--- src/rtl/fe_rx_pkg.sv ---
package fe_rx_pkg;
  typedef enum logic [2:0] {
    ST_HUNT, ST_IDLE, ST_SSD, ST_FRAME, ST_TR, ST_FALSE
  } rx_state_e;

  localparam logic [4:0] CG_IDLE = 5'b11111;
  localparam logic [4:0] CG_J    = 5'b11000;
  localparam logic [4:0] CG_K    = 5'b10001;
  localparam logic [4:0] CG_T    = 5'b01101;
  localparam logic [4:0] CG_R    = 5'b00111;

  // returns {valid, nibble}
  function automatic logic [4:0] cg_decode(input logic [4:0] cg);
    logic [4:0] r;
    case (cg)
      5'b11110: r = 5'h10;
      5'b01001: r = 5'h11;
      5'b10100: r = 5'h12;
      5'b10101: r = 5'h13;
      5'b01010: r = 5'h14;
      5'b01011: r = 5'h15;
      5'b01110: r = 5'h16;
      5'b01111: r = 5'h17;
      5'b10010: r = 5'h18;
      5'b10011: r = 5'h19;
      5'b10110: r = 5'h1A;
      5'b10111: r = 5'h1B;
      5'b11010: r = 5'h1C;
      5'b11011: r = 5'h1D;
      5'b11100: r = 5'h1E;
      5'b11101: r = 5'h1F;
      default:  r = 5'h00;
    endcase
    return r;
  endfunction
endpackage

--- src/rtl/fe_rx_descrambler.sv ---
module fe_rx_descrambler #(
  parameter int LOCK_RUN       = 30,
  parameter int IDLE_RUN       = 10,
  parameter int TIMEOUT_GROUPS = 4096
) (
  input  logic clk_i,
  input  logic rst_ni,
  input  logic rx_bit_i,
  output logic bit_o,
  output logic idle_o,
  output logic locked_o
);
  localparam int RUN_MAX = (LOCK_RUN > IDLE_RUN) ? LOCK_RUN : IDLE_RUN;
  localparam int RUN_W   = $clog2(RUN_MAX + 1);
  localparam int TO_BITS = TIMEOUT_GROUPS * 5;
  localparam int TO_W    = $clog2(TO_BITS + 1);

  logic [10:0]      lfsr_q;
  logic [RUN_W-1:0] run_q, run_nx;
  logic [TO_W-1:0]  since_q;
  logic             key, plain, idle_hit;

  always_comb begin
    key   = lfsr_q[10] ^ lfsr_q[8];
    plain = rx_bit_i ^ key;
    if (!plain)                        run_nx = '0;
    else if (run_q == RUN_W'(RUN_MAX)) run_nx = run_q;
    else                               run_nx = run_q + 1'b1;
    idle_hit = (run_nx >= RUN_W'(IDLE_RUN));
  end

  always_ff @(posedge clk_i or negedge rst_ni) begin
    if (!rst_ni) begin
      lfsr_q   <= '0;
      run_q    <= '0;
      since_q  <= '0;
      bit_o    <= 1'b0;
      idle_o   <= 1'b0;
      locked_o <= 1'b0;
    end else begin
      bit_o  <= plain;
      idle_o <= idle_hit;
      run_q  <= run_nx;
      if (!locked_o) begin
        // hunting: assume idle, so key estimate is the inverted line bit
        lfsr_q  <= {lfsr_q[9:0], ~rx_bit_i};
        since_q <= '0;
        if (run_nx >= RUN_W'(LOCK_RUN)) locked_o <= 1'b1;
      end else begin
        lfsr_q <= {lfsr_q[9:0], key};
        if (idle_hit) since_q <= '0;
        else if (since_q == TO_W'(TO_BITS - 1)) begin
          since_q  <= '0;
          run_q    <= '0;
          locked_o <= 1'b0;
        end else since_q <= since_q + 1'b1;
      end
    end
  end

  assert_lock_on_one_R2: assert property (@(posedge clk_i) disable iff (!rst_ni)
    $rose(locked_o) |-> bit_o);

  assert_drop_no_idle_R10: assert property (@(posedge clk_i) disable iff (!rst_ni)
    $fell(locked_o) |-> !idle_o);
endmodule

--- src/rtl/fe_rx_framer.sv ---
module fe_rx_framer
  import fe_rx_pkg::*;
(
  input  logic       clk_i,
  input  logic       rst_ni,
  input  logic       bit_i,
  input  logic       idle_i,
  input  logic       locked_i,
  output logic [3:0] nibble_o,
  output logic       data_valid_o,
  output logic       carrier_o,
  output logic       false_carrier_o,
  output logic       symbol_error_o
);
  rx_state_e   state_q;
  logic [8:0]  sr_q;
  logic [2:0]  cnt_q;
  logic [9:0]  window;
  logic [4:0]  grp, dec;

  assign window = {sr_q, bit_i};
  assign grp    = window[4:0];
  assign dec    = cg_decode(grp);

  assign carrier_o       = (state_q == ST_SSD) || (state_q == ST_FRAME) ||
                           (state_q == ST_TR)  || (state_q == ST_FALSE);
  assign false_carrier_o = (state_q == ST_FALSE);

  always_ff @(posedge clk_i or negedge rst_ni) begin
    if (!rst_ni) begin
      state_q        <= ST_HUNT;
      sr_q           <= '0;
      cnt_q          <= '0;
      nibble_o       <= '0;
      data_valid_o   <= 1'b0;
      symbol_error_o <= 1'b0;
    end else begin
      sr_q           <= window[8:0];
      data_valid_o   <= 1'b0;
      symbol_error_o <= 1'b0;
      if (!locked_i) begin
        state_q <= ST_HUNT;
        cnt_q   <= '0;
      end else begin
        case (state_q)
          ST_HUNT: state_q <= ST_IDLE;
          ST_IDLE: if (!bit_i) begin
            state_q <= ST_SSD;
            cnt_q   <= '0;
          end
          ST_SSD: begin
            if (cnt_q == 3'd6) begin
              cnt_q   <= '0;
              state_q <= (window == {CG_J, CG_K}) ? ST_FRAME : ST_FALSE;
            end else cnt_q <= cnt_q + 1'b1;
          end
          ST_FRAME: begin
            if (cnt_q == 3'd4) begin
              cnt_q <= '0;
              if (grp == CG_T) state_q <= ST_TR;
              else if (grp == CG_IDLE) begin
                symbol_error_o <= 1'b1;
                state_q        <= ST_IDLE;
              end else if (dec[4]) begin
                nibble_o     <= dec[3:0];
                data_valid_o <= 1'b1;
              end else symbol_error_o <= 1'b1;
            end else cnt_q <= cnt_q + 1'b1;
          end
          ST_TR: begin
            if (cnt_q == 3'd4) begin
              cnt_q          <= '0;
              symbol_error_o <= (grp != CG_R);
              state_q        <= ST_IDLE;
            end else cnt_q <= cnt_q + 1'b1;
          end
          ST_FALSE: if (idle_i) state_q <= ST_IDLE;
          default:  state_q <= ST_HUNT;
        endcase
      end
    end
  end

  assert_dv_se_excl_R8: assert property (@(posedge clk_i) disable iff (!rst_ni)
    !(data_valid_o && symbol_error_o));

  assert_false_has_carrier_R7: assert property (@(posedge clk_i) disable iff (!rst_ni)
    false_carrier_o |-> carrier_o);

  assert_dv_in_frame_R5: assert property (@(posedge clk_i) disable iff (!rst_ni)
    data_valid_o |-> (carrier_o && !false_carrier_o));

  assert_unlock_quiet_R10: assert property (@(posedge clk_i) disable iff (!rst_ni)
    !locked_i |=> !carrier_o);
endmodule

--- src/rtl/fe_rx_decoder.sv ---
module fe_rx_decoder #(
  parameter int LOCK_RUN       = 30,
  parameter int IDLE_RUN       = 10,
  parameter int TIMEOUT_GROUPS = 4096
) (
  input  logic       clk_i,
  input  logic       rst_ni,
  input  logic       rx_bit_i,
  output logic [3:0] nibble_o,
  output logic       data_valid_o,
  output logic       carrier_o,
  output logic       false_carrier_o,
  output logic       symbol_error_o,
  output logic       locked_o
);
  logic plain_bit, idle_run, locked;

  fe_rx_descrambler #(
    .LOCK_RUN(LOCK_RUN), .IDLE_RUN(IDLE_RUN), .TIMEOUT_GROUPS(TIMEOUT_GROUPS)
  ) u_descr (
    .clk_i(clk_i), .rst_ni(rst_ni), .rx_bit_i(rx_bit_i),
    .bit_o(plain_bit), .idle_o(idle_run), .locked_o(locked)
  );

  fe_rx_framer u_framer (
    .clk_i(clk_i), .rst_ni(rst_ni), .bit_i(plain_bit), .idle_i(idle_run),
    .locked_i(locked), .nibble_o(nibble_o), .data_valid_o(data_valid_o),
    .carrier_o(carrier_o), .false_carrier_o(false_carrier_o),
    .symbol_error_o(symbol_error_o)
  );

  assign locked_o = locked;
endmodule

--- config.mk ---
export PLATFORM = sky130hd
export DESIGN_NAME = fe_rx_decoder
export DESIGN_NICKNAME = d
export VERILOG_FILES = /design/src/rtl/fe_rx_pkg.sv /design/src/rtl/fe_rx_descrambler.sv /design/src/rtl/fe_rx_framer.sv /design/src/rtl/fe_rx_decoder.sv
export SDC_FILE = /design/constraint.sdc
export NUM_CORES = 1
export LEC_CHECK = 0
export BUFFER_PORTS_ARGS = -buffer_cell sky130_fd_sc_hd__buf_2
export CELL_PAD_IN_SITES_DETAIL_PLACEMENT = 2
export CELL_PAD_IN_SITES_GLOBAL_PLACEMENT = 2
export CORE_MARGIN = 1
export CORE_UTILIZATION = 29
export CTS_CLUSTER_DIAMETER = 120
export DETAILED_ROUTE_END_ITERATION = 12
export GPL_TIMING_DRIVEN = 0
export PLACE_DENSITY_LB_ADDON = 0.1
export SLEW_MARGIN = 25
export SYNTH_ARGS = -nofsm -noshare
export SYNTH_HDL_FRONTEND = slang
export SYNTH_SLANG_ARGS = --single-unit
export TNS_END_PERCENT = 20
--- constraint.sdc ---
create_clock -name clk_i -period 2.4 [get_ports clk_i]
set_input_delay 0 -clock clk_i [delete_from_list [all_inputs] [get_ports clk_i]]
set_output_delay 0 -clock clk_i [all_outputs]
set_load 0.01 [all_outputs]
==> impl_results.md <==
* Number of distinct library cells after synthesis at 57
* Share of cells above drive strength 1 at 16.9%
* Synth Cell Area at 2740 um2
* Post-synthesis compound-gate area fraction at 11.5%
* Transition time of the tightest slew-check pin at 0.711 ns
* Number of synthesized register bits at 55
* Unrepaired setup endpoints after global routing: false
* Number of nets in the finished design at 277
* Final worst clock skew at 0.0114 ns
* Filler cell count at 1018
* Number of DRC violations after detailed routing at 0
* Clock tree from TritonCTS: built
* Ant diodes at 0
* Total detailed-routing wirelength at 6100 um
* Routed wire per std cell at 16.2 um
* Routed wl met3 at 106 um
* Cell-by-cell trace of the critical path: inv_1 > ha_1 > nand2b_1 > mux2i_1 > nor2_1 > nand3b_1 > o211a_1
* Most common flop cell mapped by yosys: sky130_fd_sc_hd__dfrtp_1
* Initial standard-cell utilization of the core at 29.8%
* Switching fraction of total power at 36.0%
* R2r endpoint: u_descr.run_q[2]
* Post-synthesis share of cell area spent on full adders, half adders and majority gates at 4.12%
* Largest family of logic cells by synthesized area: simple AND/OR/NAND/NOR gates
* HPWL reported at the end of detailed placement at 4310 um
* Total chip power at 2640 uW
* Number of clock sinks seen by CTS at 55
* Mux contribution to synthesized area at 3.89%
* Switching power total at 952 uW
* Setup violators final at 0
* Highest signal layer in the routed design: met4
* Worst hold path class: primary input to asynchronous set/reset pin
* Met2 wire length at 2970 um
* RD Place Congestion at 0.681
* Clock root buffer master: sky130_fd_sc_hd__clkbuf_8
* Post-route met1 wirelength at 2950 um
* Max Cap Viol at 0
* Most common cell after layout, fill and taps aside: sky130_fd_sc_hd__dfrtp_1
* Overall fraction of global-route tracks in use at 13.7%
* Sum of negative setup slack at 0 ns
* Sequential fraction of design power at 45.9%
* Combinational cell fraction of total power at 33.7%
* Worst Setup Start Kind: flop
* Floorplan row count at 35
* Async S/R FF share, synth at 100%
* Die area at 9830 um2
* Wire length of the first global-routing pass at 10400 um
* Clock-pin transition on the worst setup and hold timing paths at 0.11 ns
* Chip Width at 99.1 um
* Post-cts sizing count at 0
* Post-route ant nets at 0
* Number of placed I/O pins at 12
* Critical Path Max Stage Delay at 0.43 ns
* Fmax achieved at 472 MHz
* Post-place setup slack at 0.261 ns
* Area of the placeable core at 9200 um2
* Cell area power density at 868 nW/um2
* R2r setup slk at 0.28 ns
* Part of the cycle the worst path needs at 88.2%
* Total overflow reported by the global router at 0
* Antenna violations before repair at 0
* Number of buffers created by CTS at 5
* First DRT Iteration DRCs at 52
* Number of H-tree branching levels at 2
* Max transition margin at 52.6%
* Arrival time of the worst setup path at 2.32 ns
* Pin count of the biggest net entering global routing at 56
* Basic-gate share of the synthesized area counting and, or, nand and nor cells at 19.1%
* Skew-Pair Late Insertion Delay at 0.31 ns
* Setup CP Type: flop to flop
* Syn_area_per_cell at 11.2 um2
* IR drop worst, VDD at 0.000266 V
* Number of standard cells after synthesis at 245
* Per-cell via count in the routed design at 4.95
* Cts-stage hold buffer count at 2
* Maximum count of clock buffers along a single path at 2
* Final min period at 2.12 ns
* Number of warnings issued by yosys at 0
* Number of enable-type register cells in the synthesized netlist at 0
* Number of slew-limit violations in the final report at 0
* Area grow syn2layout at 11.3%
* Launching point of the worst reg2reg path: u_descr.run_q[0]
* Clock Power Share at 20.4%
* Vertical die dimension at 99.1 um
* Proportion of synthesized chip area in sequential cells at 50.3%
* Number of buffers inserted by post-CTS setup repair at 0
* Core utilization of the finished layout at 33.1%
* Run status: finished, final reports clean
* Syn nets at 257
* Post-route setup slack at 0.283 ns
* Worst R2R Path Depth at 7
* Commonest non-fill, non-tap cells in the layout: 55 x sky130_fd_sc_hd__dfrtp_1, 27 x sky130_fd_sc_hd__nor2_1, 12 x sky130_fd_sc_hd__inv_1
* Required time worst endpoint at 2.60 ns
* Buffers added on ports at 11
* Detailed-routing iteration count for the pre-antenna-repair pass at 4
* Lkg Pwr at 0.00138 uW
* Vias in the first global route at 1995
* Final-report hold violation count at 0
* Internal power of the cells at 1690 uW
* Cell with the largest stage delay on the worst path: sky130_fd_sc_hd__dfrtp_1
* Element type at the critical path end: flop
* Overall via count from detail_route at 1866
* Worst-path fanout max at 8
* Xor-xnor portion of the synthesized cell area at 6.26%
## synth_stat cells, drive strengths merged (2+ instances only)
| master | n | area share (%) |
|---|---|---|
| or3b | 2 | 0.64 |
| nor3 | 3 | 0.55 |
| xnor2 | 7 | 2.2 |
| a211oi | 5 | 1.6 |
| nor2 | 27 | 3.7 |
| nor4 | 4 | 2.0 |
| mux2i | 5 | 1.8 |
| and2 | 3 | 0.73 |
| xor2 | 10 | 3.2 |
| nand2 | 10 | 1.4 |
| a21boi | 4 | 1.2 |
| nor2b | 3 | 0.69 |
| nand2b | 3 | 0.69 |
| o211ai | 2 | 0.91 |
| o21ai | 10 | 1.8 |
| inv | 15 | 2.1 |
| dfrtp | 55 | 50 |
| nand4 | 6 | 1.4 |
| mux2 | 4 | 2.1 |
| and3 | 5 | 1.1 |
| buf | 7 | 2.7 |
| and4 | 3 | 0.96 |
| nand3 | 10 | 1.8 |
| nand3b | 2 | 0.69 |
| a31oi | 3 | 0.69 |
| a21oi | 10 | 2.0 |
| ha | 9 | 4.1 |
## registers in the layout (all words and copies together), names as in the netlist
name / cells
u_descr.idle_o: 1
u_descr.run_q: 5
u_framer.state_q: 3
u_descr.lfsr_q: 11
u_framer.nibble_o: 4
u_descr.since_q: 15
u_descr.bit_o: 1
u_framer.cnt_q: 3
u_framer.sr_q: 9
u_descr.locked_o: 1
u_framer.symbol_error_o: 1
u_framer.data_valid_o: 1
## critical path: cells and delay by family, from the launching register on
family | cells | cell delay, ns
fa+ha+maj | 1 | 0.24
compound gates | 1 | 0.33
buf+inv | 1 | 0.06
simple gates | 3 | 0.71
flops | 1 | 0.43
mux | 1 | 0.24
## per-layer routing
layer  vias to the layer above  GRT usage (%)
met5                         -              0
met2                        14           23.6
met3                         4           2.32
met4                         0           4.41
met1                       951           17.7
li1                        897              -
## layout make-up
| type | instances | area, um2 | share of cell area, % |
|---|---|---|---|
| buffer | 7 | 75.1 | 2.47 |
| clock buffer | 5 | 68.8 | 2.26 |
| clock inverter | 3 | 23.8 | 0.781 |
| inverter | 15 | 56.3 | 1.85 |
| multi-input combinational | 168 | 1230 | 40.3 |
| sequential | 55 | 1380 | 45.2 |
| tap | 111 | 139 | 4.56 |
| timing repair buffer | 13 | 77.6 | 2.55 |
## cell families (layout without fill, tap and decap cells)
logic type	count (synthesis)	in the layout
xor gates and xnor gates	18	18
muxes	9	9
adders and majority gates	9	9
AOI/OAI and AO/OA	43	43
buffers and inverters	22	43
DFF	55	55
and+or+nand+nor	89	89
## stage by stage
step	instance area [um2]	hold WS, ns	std cells
2_1_floorplan	2740	-0.296	245
3_3_place_gp	2930	0.256	367
3_5_place_dp	2930	0.115	367
4_1_cts	3050	0.303	377
5_1_grt	3050	0.330	377
6_report	3050	0.258	377
## how the worst max path moves through the flow
stage                      from              endpoint  depth (start not counted)
2_1_floorplan  u_framer.sr_q[1]  u_framer.nibble_o[1]                          6
3_3_place_gp   u_descr.run_q[0]      u_descr.run_q[2]                          7
3_5_place_dp   u_descr.run_q[0]      u_descr.run_q[2]                          7
4_1_cts        u_descr.run_q[0]      u_descr.run_q[2]                          7
5_1_grt        u_descr.run_q[0]      u_descr.run_q[2]                          7
6_report       u_descr.run_q[0]      u_descr.run_q[2]                          7
## power groups by stage
stage                     Combinational, uW  Sequential [uW]  Clock (uW)
final                                   891             1210         540
after global routing                   1010             1230         602
after CTS                               913             1210         576
after detailed placement                907             1230           0
after global placement                  889             1230           0
after floorplan                         690             1200           0
Note: power is estimated with default switching activity, not from simulation.
